--- config.mk ---
export PLATFORM = sky130hd
export DESIGN_NAME = stream_run_ctrl
export DESIGN_NICKNAME = d
export VERILOG_FILES = /design/src/rtl/srun_pkg.sv /design/src/rtl/srun_datapath.sv /design/src/rtl/srun_control.sv /design/src/rtl/stream_run_ctrl.sv
export SDC_FILE = /design/constraint.sdc
export NUM_CORES = 1
export LEC_CHECK = 0
export ABC_AREA = 0
export BUFFER_PORTS_ARGS = -buffer_cell sky130_fd_sc_hd__buf_4
export CELL_PAD_IN_SITES_DETAIL_PLACEMENT = 1
export CELL_PAD_IN_SITES_GLOBAL_PLACEMENT = 1
export CORE_MARGIN = 1
export CORE_UTILIZATION = 40
export CTS_CLUSTER_DIAMETER = 30
export DETAILED_ROUTE_END_ITERATION = 6
export PLACE_DENSITY_LB_ADDON = 0.1
export SYNTH_ARGS = -nofsm -noshare
export SYNTH_HDL_FRONTEND = slang
export SYNTH_SLANG_ARGS = --single-unit
export TNS_END_PERCENT = 1
--- constraint.sdc ---
create_clock -name clk -period 9 [get_ports clk]
set_input_delay 2.7 -clock clk [delete_from_list [all_inputs] [get_ports clk]]
set_output_delay 2.7 -clock clk [all_outputs]
set_load 0.02 [all_outputs]
--- src/rtl/srun_pkg.sv ---
package srun_pkg;

  // Strobes from the control to the datapath
  typedef struct packed {
    logic clear;   // a start was accepted this cycle
    logic run;     // a run is active
    logic finish;  // completion is declared on the coming edge
  } ctrlStrobe_t;

  // Status from the datapath back to the control
  typedef struct packed {
    logic sumStrobe;   // core scalar valid (one cycle)
    logic outCountMet; // written element count reached the target
  } dpStatus_t;

endpackage

--- src/rtl/srun_datapath.sv ---
module srun_datapath
  import srun_pkg::*;
#(
  parameter int DATA_W    = 16,
  parameter int SUM_W     = 16,
  parameter int ARRAY_LEN = 4,
  parameter int OUT_COUNT = 4
) (
  input  logic              clk,
  input  logic              rstN,
  input  ctrlStrobe_t       ctrl,
  output dpStatus_t         status,
  input  logic              inEmpty,
  input  logic [DATA_W-1:0] inData,
  output logic              inPop,
  input  logic              outFull,
  output logic              outWrite,
  output logic [DATA_W-1:0] outData,
  output logic [SUM_W-1:0]  scalarOut,
  output logic              scalarValid
);

  localparam int IN_W  = $clog2(ARRAY_LEN + 1);
  localparam int OUT_W = $clog2(OUT_COUNT + 1);
  localparam logic [IN_W-1:0]  IN_TOP  = IN_W'(ARRAY_LEN);
  localparam logic [IN_W-1:0]  IN_LAST = IN_W'(ARRAY_LEN - 1);
  localparam logic [OUT_W-1:0] OUT_TOP = OUT_W'(OUT_COUNT);

  logic [IN_W-1:0]   inCnt;
  logic [OUT_W-1:0]  outCnt;
  logic [SUM_W-1:0]  acc;
  logic [SUM_W-1:0]  elemExt;
  logic              holdValid;
  logic [DATA_W-1:0] holdData;
  logic              sumStrobe;
  logic              accepting;
  logic              coreReady;

  // Element widened or trimmed to accumulator width
  generate
    if (SUM_W >= DATA_W) begin : g_widen
      assign elemExt = {{(SUM_W-DATA_W){1'b0}}, inData};
    end else begin : g_trim
      assign elemExt = inData[SUM_W-1:0];
    end
  endgenerate

  // Core handshake: ready while the holding slot is free or draining
  assign accepting = ctrl.run && (inCnt != IN_TOP);
  assign coreReady = !holdValid || !outFull;
  assign inPop     = accepting && coreReady && !inEmpty;
  assign outWrite  = holdValid && !outFull;
  assign outData   = holdData;

  assign status.sumStrobe   = sumStrobe;
  assign status.outCountMet = (outCnt == OUT_TOP);

  // Input side and running sum
  always_ff @(posedge clk) begin
    if (!rstN) begin
      inCnt     <= '0;
      acc       <= '0;
      sumStrobe <= 1'b0;
    end else if (ctrl.clear) begin
      inCnt     <= '0;
      acc       <= '0;
      sumStrobe <= 1'b0;
    end else begin
      sumStrobe <= inPop && (inCnt == IN_LAST);
      if (inPop) begin
        inCnt <= inCnt + 1'b1;
        acc   <= acc + elemExt;
      end
    end
  end

  // One-entry holding slot toward the output FIFO
  always_ff @(posedge clk) begin
    if (!rstN) begin
      holdValid <= 1'b0;
      holdData  <= '0;
    end else if (inPop) begin
      holdValid <= 1'b1;
      holdData  <= inData;
    end else if (outWrite) begin
      holdValid <= 1'b0;
    end
  end

  // Count of written elements, saturating at the target
  always_ff @(posedge clk) begin
    if (!rstN) begin
      outCnt <= '0;
    end else if (ctrl.clear) begin
      outCnt <= '0;
    end else if (outWrite && (outCnt != OUT_TOP)) begin
      outCnt <= outCnt + 1'b1;
    end
  end

  // Scalar shown only after completion
  always_ff @(posedge clk) begin
    if (!rstN) begin
      scalarOut   <= '0;
      scalarValid <= 1'b0;
    end else if (ctrl.clear) begin
      scalarValid <= 1'b0;
    end else if (ctrl.finish) begin
      scalarOut   <= acc;
      scalarValid <= 1'b1;
    end
  end

endmodule

--- src/rtl/srun_control.sv ---
module srun_control
  import srun_pkg::*;
#(
  parameter int LAT_W = 16
) (
  input  logic             clk,
  input  logic             rstN,
  input  logic             startPulse,
  input  logic             countMode,
  input  dpStatus_t        status,
  output ctrlStrobe_t      ctrl,
  output logic             donePulse,
  output logic [LAT_W-1:0] latency,
  output logic             busy
);

  logic             busyQ;
  logic             modeQ;
  logic             scalarSeen;
  logic [LAT_W-1:0] latCnt;
  logic             startOk;
  logic             finishNow;

  assign startOk   = startPulse && !busyQ;
  assign finishNow = busyQ && (modeQ ? (scalarSeen && status.outCountMet)
                                     : status.sumStrobe);

  assign ctrl.clear  = startOk;
  assign ctrl.run    = busyQ;
  assign ctrl.finish = finishNow;
  assign busy        = busyQ;

  always_ff @(posedge clk) begin
    if (!rstN) begin
      busyQ      <= 1'b0;
      modeQ      <= 1'b0;
      scalarSeen <= 1'b0;
      latCnt     <= '0;
      latency    <= '0;
      donePulse  <= 1'b0;
    end else begin
      donePulse <= finishNow;
      if (startOk) begin
        busyQ      <= 1'b1;
        modeQ      <= countMode;
        scalarSeen <= 1'b0;
        latCnt     <= '0;
      end else if (busyQ) begin
        latCnt <= latCnt + 1'b1;
        if (status.sumStrobe) scalarSeen <= 1'b1;
        if (finishNow) begin
          busyQ   <= 1'b0;
          latency <= latCnt + 1'b1;
        end
      end
    end
  end

endmodule

--- src/rtl/stream_run_ctrl.sv ---
module stream_run_ctrl
  import srun_pkg::*;
#(
  parameter int DATA_W    = 16,
  parameter int SUM_W     = 16,
  parameter int ARRAY_LEN = 4,
  parameter int OUT_COUNT = 4,
  parameter int LAT_W     = 16
) (
  input  logic              clk,
  input  logic              rstN,
  input  logic              startPulse,
  input  logic              countMode,
  input  logic              inEmpty,
  input  logic [DATA_W-1:0] inData,
  output logic              inPop,
  input  logic              outFull,
  output logic              outWrite,
  output logic [DATA_W-1:0] outData,
  output logic [SUM_W-1:0]  scalarOut,
  output logic              scalarValid,
  output logic              donePulse,
  output logic [LAT_W-1:0]  latency,
  output logic              busy
);

  ctrlStrobe_t ctrl;
  dpStatus_t   status;
  logic        sumStrobe;
  logic        finishStrobe;

  assign sumStrobe    = status.sumStrobe;
  assign finishStrobe = ctrl.finish;

  srun_control #(.LAT_W(LAT_W)) u_control (
    .clk        (clk),
    .rstN       (rstN),
    .startPulse (startPulse),
    .countMode  (countMode),
    .status     (status),
    .ctrl       (ctrl),
    .donePulse  (donePulse),
    .latency    (latency),
    .busy       (busy)
  );

  srun_datapath #(
    .DATA_W    (DATA_W),
    .SUM_W     (SUM_W),
    .ARRAY_LEN (ARRAY_LEN),
    .OUT_COUNT (OUT_COUNT)
  ) u_datapath (
    .clk         (clk),
    .rstN        (rstN),
    .ctrl        (ctrl),
    .status      (status),
    .inEmpty     (inEmpty),
    .inData      (inData),
    .inPop       (inPop),
    .outFull     (outFull),
    .outWrite    (outWrite),
    .outData     (outData),
    .scalarOut   (scalarOut),
    .scalarValid (scalarValid)
  );

endmodule

# Word level (Yosys, flattened, before mapping)
# Index checks and enable logic that the tools add are counted.
[totals]
reg_bits = 93
latch_bits = 0
ram_bits = 0
mem_bits_ro = 0
in_bits = 22
memories = 0
[classes]
add_sub_neg = 4
mul = 0
n_div = 0
n_lt_le_gt_ge = 0
n_eq_ne = 4
shift = 0
n_mux = 6
n_bitwise = 2
n_reduce_logical = 19
[op_table]
columns = ["op", "count"]
rows = [
  ["16-bit by 1-bit adder with 16-bit output, second input constant", 1],
  ["16-bit adder", 1],
  ["1-bit logical AND", 9],
  ["3-bit by 1-bit adder with 3-bit output, second input constant", 2],
  ["1-bit 2-to-1 mux", 6],
  ["3-bit != test, second input constant", 2],
  ["1-bit zero test", 4],
  ["2-bit AND reduction", 2],
  ["3-bit by 2-bit equality test with 1-bit output, second input constant", 1],
  ["3-bit equality test, second input constant", 1],
  ["3-bit AND reduction", 1],
  ["1-bit inverter", 2],
  ["2-bit nonzero test", 1],
  ["2-bit OR reduction", 1],
  ["1-bit logical OR", 1],
]

# Depth between registers and ports, before layout
# Gate-level depths: netlist of the first run.
[logic_depth]
word_depth = 7
depth_mapped = 10
ltp_nobuf = 10

# Hierarchy
# A second synthesis of the first run with hierarchy kept.
[hier_totals]
cells_unflattened = 553
hier_area_um2 = 4614.4
[modules_own_cells]
columns = ["mod", "instances", "cells_per_inst", "area_each_um2", "seq_area_each_um2"]
rows = [
  ["srun_datapath", 1, 369, 3019.1, 1141.1],
  ["srun_control", 1, 184, 1595.3, 720.7],
]

# Worst setup path before layout of the first run
# Ideal clock, no wire load.
[synth_timing]
path_type = "input port to output port"
start = "input inEmpty"
end = "output inPop"
arrival_ns = 3.502
t_required_ns = 6.300
slack_ns = 2.798
path_stages = 3
n_path_buf = 1
path_cell_list = "nand4b_2 > clkinv_1 > buf_1"
[synth_between]
elab_chain_len = 2
[synth_rtl]
columns = ["element", "line_no", "source"]
rows = [
  ["start: declaration", "stream_run_ctrl.sv:14", "input logic inEmpty,"],
  ["1-bit zero test", "srun_datapath.sv:51", "assign inPop = accepting && coreReady && !inEmpty;"],
  ["1-bit logical AND", "srun_datapath.sv:51", ""],
  ["end: declaration", "stream_run_ctrl.sv:16", "output logic inPop,"],
]
# Every way passes these cells.

# Final worst setup path of the first run
[layout_timing]
start = "input outFull"
end = "output inPop"
[layout_between]
elab_chain_len = 4
[layout_rtl]
columns = ["element", "line_no", "source"]
rows = [
  ["start: declaration", "stream_run_ctrl.sv:17", "input logic outFull,"],
  ["1-bit zero test", "srun_datapath.sv:50", "assign coreReady = !holdValid || !outFull;"],
  ["1-bit logical OR", "srun_datapath.sv:50", ""],
  ["1-bit logical AND (2 in series)", "srun_datapath.sv:51", ""],
]
# Every way passes these cells.

==> metrics, run 1 <==
Post-synth EDFFs=0; Max Fclk=roughly 0.16 GHz; critical path data arrival time=around 3.7 ns; final setup fails=0; starting density of the core=slightly above 40%; Yosys warning count=0; dpl ws=around 2.6 ns; Synth Cell Area=4460 µm²; R2R depth=10; DR pass1 iterations=4; worst slew pin tran=approximately 0.72 ns; Post-CTS Setup Inserts=0; Synth cell types=between 50 and 60; status=complete, no violations; Max Slew Vio Count=0; DIE WIDTH=108 µm; Die Y=~110 µm; Area after DPL=between 5000 and 6000 µm²; Post-Synthesis Cells=528; Leak=roughly 2.3 nW; RSZ-0062 raised after global routing=false; Slew HR=about 52%; vias in the first global route=about 3800; Area Growth Syn to Fin=19.0%; routed wire length=10700 µm; CTS Buf Count=9; Port-buffer cells=74; NumNets Final=approximately 630; die area=~12000 µm²; fin area=around 5300 µm²; row cnt=38; TritonCTS clock tree=yes; I/O pin cnt=75; Vias=between 3000 and 4000; final core occ=between 40 and 50%; Via density=between 5 and 6; hold_buf cts=0; Clock Sink Count=93; Remaining DRCs=0; Main synth FF type=dfxtp_1; Max Cap Violations=0; final worst-path setup slack=between 2 and 3 ns; maximum vdd drop=67.9 µV; CP Max Fanout=between 40 and 50; commonest non-fill, non-tap cell in the layout=nand2_1; Design Power=~0.00080 W; Core Area=about 11000 µm²; CTS clk-pin slew, worst paths=about 0.090 ns; Root Buffer=clkbuf_8; layer with the highest usage=met2; grt ovf=0; worst min-delay path class=flip-flop to flip-flop; post-synthesis register bit count=93; Final Skew=approximately 0.012 ns; setup TNS=0 ns; post-cts resize count=0; Hold Violations, Final=0; highest-count cells in the layout ignoring fill and taps=122 x nand2_1, 93 x dfxtp_1, 79 x buf_4; first-pass GRT wire length=~18000 µm; Seq/Total Area, Yosys=a little over two fifths; WHS Path Cells=2; clock latency on the worst-skew pair=0.36 ns; largest net degree at the start of global routing=55; gpl congestion=roughly 0.78; Initial DRC Count=about 120; nature of the critical path endpoint=output port; drt wl/cell=approximately 15 µm; diodes inserted=0; met2 Usage GRT=33.2%; total track usage=between 10% and 20%; H-tree depth=3; initial antenna violation count=0; fraction of registers with async set or reset after synthesis=0%; syn nets=around 570; FILL cells=1313; ratio of total power to cell area=151 nW/µm²; minimum clock period=6.43 ns; share of post-route cells with drive strength above 1=16.9%; critical path class=input port to output port; Worst Path Required=~6.3 ns; Routed Antenna Nets=0; hpwl dp=around 7400 µm; synthesized area per cell=between 8 and 9 µm²; GR Util met3=under 10%; startpoint types=input port; clk buf depth=2; fin crit share=slightly above 70%; grt met1 use=24.9%
==> power breakdown <==
group,switching (W),internal [W],total [W]
sequential,0.00000509,0.000418,0.000423
combinational,0.0000477,0.0000324,0.0000801
clock,0.000142,0.000157,0.000299
==> flip-flops by register name, indices dropped and copies added, names as in the netlist, 3 cells and up <==
register and cells:
u_datapath.scalarOut 16, u_control.latency 16, u_datapath.acc 16, u_datapath.inCnt 3
u_datapath.outCnt 3, u_control.latCnt 16, u_datapath.outData 16
==> cell usage after synthesis, drive strengths merged, types with 2 or more instances <==
cell type  number  area share, %
a211o           2           0.42
xnor2          12            2.4
o21ai          12            1.4
nand2b          2           0.28
clkbuf         23            1.9
o211a          14            3.1
nand4           6           0.84
inv             9           0.76
dfxtp          93             42
xor2           25            4.9
nor2           35            2.9
a31oi           3           0.42
or3             2           0.31
a21boi         35            6.2
o211ai          2           0.34
nor3            8           0.90
mux2i           2           0.45
o21a            2           0.51
a21oi          22            2.5
nor2b           5           0.87
a211oi          6            1.0
buf             8           0.95
nand2         122             10
a21o            7            1.2
and2            3           0.42
nand3          21            2.4
and3           11            1.5
ha             21            5.9
==> per-stage QoR <==
step | cells | hold slack (ns)
3_5_place_dp | 716 | 0.450
5_1_grt | 732 | 0.482
2_1_floorplan | 528 | 0.437
4_1_cts | 732 | 0.462
6_report | 732 | 0.457
3_3_place_gp | 716 | 0.445
==> path summary, 6_finish.rpt <==
check / to / from / slack [ns]
hold reg to reg: u_datapath.scalarOut[8] / u_datapath.scalarOut[8] / 0.46
setup / recovery: inPop / outFull / 2.57
hold / removal: u_datapath.scalarOut[8] / u_datapath.scalarOut[8] / 0.46
setup reg to reg: u_datapath.acc[12] / u_datapath.acc[0] / 6.46
==> metal layers <==
metal,up-vias,part of all wire [%]
li1,1917,-
met1,1818,48
met2,52,47
met3,13,3.7
met4,0,1.1
met5,-,0
==> layout make-up <==
type / count / area (µm²) / area share [%]
Sequential cell: 93 / 1860 / 35.1
Tap cell: 140 / 175 / 3.30
Clock inverter: 4 / 72.6 / 1.37
Clock buffer: 12 / 135 / 2.55
Inverter: 10 / 37.5 / 0.708
Multi-Input combinational cell: 394 / 2430 / 45.8
Timing Repair Buffer: 79 / 593 / 11.2
==> critical path, stage by stage <==
cell	delay, ns
buf_4	0.08
nand2_1	0.07
nand4b_2	0.08
buf_4	0.42
clkinv_1	0.16
buf_4	0.19
==> cell families after synthesis <==
kind of cell / share of synthesized area (%)
compound gates: 18.3
xor+xnor: 7.27
fa+ha+maj: 6.35
buf+inv: 3.73
flops: 41.8
mux: 0.449
simple gates: 22.2
(Power assumes the default switching activity.)
==> run 2, diff against run 1 <==
--- a/config.mk
+++ b/config.mk
@@ -10,7 +10,7 @@
 export CELL_PAD_IN_SITES_DETAIL_PLACEMENT = 1
 export CELL_PAD_IN_SITES_GLOBAL_PLACEMENT = 1
 export CORE_MARGIN = 1
-export CORE_UTILIZATION = 40
+export CORE_UTILIZATION = 38
 export CTS_CLUSTER_DIAMETER = 30
 export DETAILED_ROUTE_END_ITERATION = 6
 export PLACE_DENSITY_LB_ADDON = 0.1
==> constraint.sdc (replaced) <==
create_clock -name clk -period 5.77 [get_ports clk]
set_input_delay 1.731 -clock clk [delete_from_list [all_inputs] [get_ports clk]]
set_output_delay 1.731 -clock clk [all_outputs]
set_load 0.02 [all_outputs]
==> run 2 against run 1 <==
Combinational power rose by 56%. Critical path depth fell by 1. Clock skew shrank 0.0065 ns. Largest cell class unchanged. Largest power group unchanged.
==> metrics, run 2 (same netlist as run 1, synthesis figures left out) <==
status=complete, no violations; worst min-delay path class=flip-flop to flip-flop; Via density=5.20; share of post-route cells with drive strength above 1=17.2%; final core occ=between 40% and 50%; fin crit share=a little under three quarters; post-cts resize count=0; clock latency on the worst-skew pair=around 0.34 ns; Die Y=110 µm; RSZ-0062 raised after global routing=false; DR pass1 iterations=4; diodes inserted=0; maximum vdd drop=~150 µV; routed wire length=~11000 µm; Initial DRC Count=roughly 160; ratio of total power to cell area=247 nW/µm²; critical path data arrival time=2.39 ns; Port-buffer cells=74; nature of the critical path endpoint=output port; Final Skew=about 0.005 ns; die area=12200 µm²; commonest non-fill, non-tap cell in the layout=nand2_1; drt wl/cell=approximately 15 µm; Critical-path top delay cell=nand4b_2; CP Cell Sequence=buf_4, nand2_1, nand4b_2, clkinv_1, buf_4; routed wl met2=between 5000 and 6000 µm; fin area=roughly 5400 µm²; initial antenna violation count=0; Leak=~2.3 nW; Root Buffer=clkbuf_16; Area after DPL=5100 µm²; hold_buf cts=0; final setup fails=0; minimum clock period=~4.1 ns; largest net degree at the start of global routing=55; Worst path max stage delay=0.20 ns; worst slew pin tran=0.708 ns; Placed Cells=slightly above 700; Post-CTS Setup Inserts=0; starting density of the core=roughly 40%; CTS clk-pin slew, worst paths=0.06 ns; Worst Path Required=4.04 ns; Core Area=around 11000 µm²; Max Cap Violations=0; Vias=3821; first-pass GRT wire length=18500 µm; CP Max Fanout=2; Area Growth Syn to Fin=20.4%; worst hold margin=around 0.46 ns; vias in the first global route=between 3000 and 4000; most used cell, CP=buf_4; total track usage=roughly a fifth; hpwl dp=approximately 7800 µm; clk buf depth=2; DIE WIDTH=between 100 and 150 µm; NumNets Final=between 600 and 700; row cnt=39; grt ovf=0; Hold Violations, Final=0; Max Fclk=0.242 GHz; gpl congestion=0.729; critical path class=input port to output port; Clock Sink Count=between 90 and 100; TritonCTS clock tree=yes; Routed Antenna Nets=0; met1 WL=5370 µm; startpoint types=input port; highest-count cells in the layout ignoring fill and taps=122 x nand2_1, 93 x dfxtp_1, 79 x buf_4; H-tree depth=3; reg2reg setup slack=about 3.3 ns; routed wl met3=roughly 320 µm; Top Layer Used=met4; CTS Buf Count=9; Remaining DRCs=0; Slew HR=between 50% and 60%; setup TNS=0 ns; Max Slew Vio Count=0; Non-Filler Instances=between 700 and 800; I/O pin cnt=75
run 2: cell count changes in the layout (fill, tap and decap cells not counted), sizes merged:
| cell | previous run | this run |
|---|---|---|
| bufinv | 2 | 0 |
| clkbuf | 12 | 10 |
| clkinv | 2 | 4 |
| clkinvlp | 1 | 2 |
| inv | 9 | 10 |
run 2: final timing paths:
| path | end | start | depth (start not counted) |
|---|---|---|---|
| max | inPop | outFull | 5 |
| min reg2reg | u_datapath.scalarOut[8] | u_datapath.scalarOut[8] | 2 |
| max reg2reg | u_datapath.acc[12] | u_datapath.acc[0] | 10 |
| min | u_datapath.scalarOut[8] | u_datapath.scalarOut[8] | 2 |
run 2: power by group:
part,internal (W),switching [W]
clock,0.000291,0.000249
combinational,0.0000504,0.0000743
sequential,0.000653,0.00000802
run 2: layout make-up:
class / instances / area [µm²]
clock buffer: 10 / 229
clock inverter: 6 / 38.8
fill: 1351 / 6050
inverter: 10 / 37.5
multi-input combinational: 394 / 2430
sequential: 93 / 1860
tap: 143 / 179
timing repair buffer: 79 / 593
run 2: through the flow:
stage / worst slack (ns) / total power, W
4_1_cts: 1.62 / 0.00135
5_1_grt: 1.59 / 0.00139
3_3_place_gp: 1.62 / 0.000799
6_report: 1.64 / 0.00133
2_1_floorplan: 1.51 / 0.000757
3_5_place_dp: 1.62 / 0.000802
run 2: routing by layer:
layer	vias to the layer above	GRT usage (%)
met4	0	8.36
met5	-	0
met3	14	3.35
met2	47	32.7
li1	1915	-
met1	1845	26.0
run 2: critical path: cells and delay by family:
kind          cells  cell delay [ns]
buf+inv           3             0.37
simple gates      2             0.29
==> run 3, diff against run 2 <==
--- a/config.mk
+++ b/config.mk
@@ -10,7 +10,7 @@
 export CELL_PAD_IN_SITES_DETAIL_PLACEMENT = 1
 export CELL_PAD_IN_SITES_GLOBAL_PLACEMENT = 1
 export CORE_MARGIN = 1
-export CORE_UTILIZATION = 38
+export CORE_UTILIZATION = 40
 export CTS_CLUSTER_DIAMETER = 30
 export DETAILED_ROUTE_END_ITERATION = 6
 export PLACE_DENSITY_LB_ADDON = 0.1
==> constraint.sdc (replaced) <==
create_clock -name clk -period 4 [get_ports clk]
set_input_delay 1.2 -clock clk [delete_from_list [all_inputs] [get_ports clk]]
set_output_delay 1.2 -clock clk [all_outputs]
set_load 0.02 [all_outputs]
==> run 3 against run 2 <==
Non-clock buffer count up 1. Sequential power up 44%. Setup slack worse by 0.78 ns. Clock skew up 0.0030 ns. Total power up 29%. Highest routed layer unchanged.
==> metrics, run 3 (same netlist as run 1, synthesis figures left out) <==
starting density of the core=around two fifths; Clock Sink Count=93; Area Growth Syn to Fin=18.3%; I/O pin cnt=75; clock latency on the worst-skew pair=0.38 ns; share of post-route cells with drive strength above 1=about 17%; setup TNS=0 ns; post-cts resize count=0; largest net degree at the start of global routing=50; R2R depth=10; Max Fclk=about 0.32 GHz; maximum vdd drop=approximately 160 µV; fin crit share=78.3%; highest-count cells in the layout ignoring fill and taps=122 x nand2_1, 93 x dfxtp_1, 80 x buf_4; DIE WIDTH=~110 µm; vias in the first global route=between 3000 and 4000; Remaining DRCs=0; RSZ-0062 raised after global routing=false; critical path class=input port to flip-flop; CTS Buf Count=9; Routed Antenna Nets=0; total track usage=20.5%; routed wire length=about 11000 µm; DR pass1 iterations=4; Post-CTS Setup Inserts=0; startpoint types=input port; FILL cells=about 1300; clk buf depth=2; Final Skew=around 0.008 ns; Leak=2.28 nW; fin area=5270 µm²; Worst path max stage delay=0.43 ns; hpwl dp=7740 µm; gpl congestion=between 0.7 and 0.8; worst slew pin tran=approximately 0.75 ns; critical path data arrival time=3.40 ns; status=complete, no violations; Port-buffer cells=74; initial antenna violation count=0; worst path bufs/invs=2; Root Buffer=clkbuf_8; final setup fails=0; Max Slew Vio Count=0; CP Cell Sequence=buf_4, ha_1, inv_1, fa_1, nor2b_4, o21ai_2, a21boi_4, a311o_2, a221o_1, a21o_1, a211o_1; grt ovf=0; TritonCTS clock tree=yes; CP Max Fanout=4; multi-input logic area=2430 µm²; Die Y=roughly 110 µm; final worst-path setup slack=0.866 ns; row cnt=38; NumNets Final=between 600 and 700; drt wl/cell=around 15 µm; Core Area=about 11000 µm²; WHS Path Cells=2; Critical-path top delay cell=a311o_2; Hold Violations, Final=0; diodes inserted=0; hold_buf cts=0; Via density=~5.2; ratio of total power to cell area=323 nW/µm²; Initial DRC Count=roughly 130; FF+latch area=1860 µm²; Slew HR=between 40% and 50%; Max Cap Violations=0; nature of the critical path endpoint=flip-flop; Worst Path Required=~4.3 ns; Vias=approximately 3800; commonest non-fill, non-tap cell in the layout=nand2_1; CTS clk-pin slew, worst paths=0.08 ns; die area=about 12000 µm²; worst min-delay path class=flip-flop to flip-flop; H-tree depth=3; minimum clock period=approximately 3.1 ns; Worst path depth=11; first-pass GRT wire length=18400 µm; Area after DPL=a little over 5000 µm²; largest delay contributor family on the critical path=compound AO/OA/AOI/OAI gates; dpl ws=between 0.4 and 0.5 ns
-- run 3: cell count changes in the layout (fill, tap and decap cells not counted) --
cell        before  now
inv_6            1    0
clkinv_4         0    1
clkinvlp_4       2    0
clkbuf_16        9    0
buf_4           79   80
clkbuf_1         1    2
clkbuf_8         0   10
-- run 3: stage by stage --
stage	instances	hold slack [ns]	power (W)	util, %
global route	733	0.485	0.00178	48.6
CTS	733	0.461	0.00173	48.6
floorplan	528	0.437	0.00109	-
finish	733	0.458	0.00170	48.6
global placement	717	0.445	0.00115	47.1
detailed placement	717	0.449	0.00116	47.1
-- run 3: per-layer routing --
layer | routed length [µm] | vias up | track usage (%)
met5 | 0 | - | 0
met4 | 224 | 0 | 9.88
met3 | 407 | 17 | 3.51
met2 | 5190 | 55 | 33.5
met1 | 5350 | 1850 | 26.0
li1 | - | 1920 | -
-- run 3: cell type report --
class / count / share of cell area, %
inverters: 10 / 0.712
well taps: 140 / 3.32
clock buffers: 12 / 2.75
clock inverters: 4 / 0.451
multi-input cells: 394 / 46.0
flip-flops and latches: 93 / 35.3
repair buffers: 80 / 11.4
-- run 3: worst paths after layout --
kind                                               start                       end  slack (ns)
worst max register to register         u_datapath.acc[0]        u_datapath.acc[12]        1.47
worst min-delay path            u_datapath.scalarOut[13]  u_datapath.scalarOut[13]        0.46
worst max-delay path                           inData[0]        u_datapath.acc[12]        0.87
worst min register to register  u_datapath.scalarOut[13]  u_datapath.scalarOut[13]        0.46
-- run 3: report_power, final --
group	switching (W)	internal (W)
Sequential	0.0000116	0.000941
Combinational	0.000110	0.0000733
Clock	0.000327	0.000241
-- run 3: worst min-delay path, cell delays in order (launching register included) --
cell      delay [ns]
dfxtp_1         0.32
nand2_1         0.05
a21boi_1        0.05
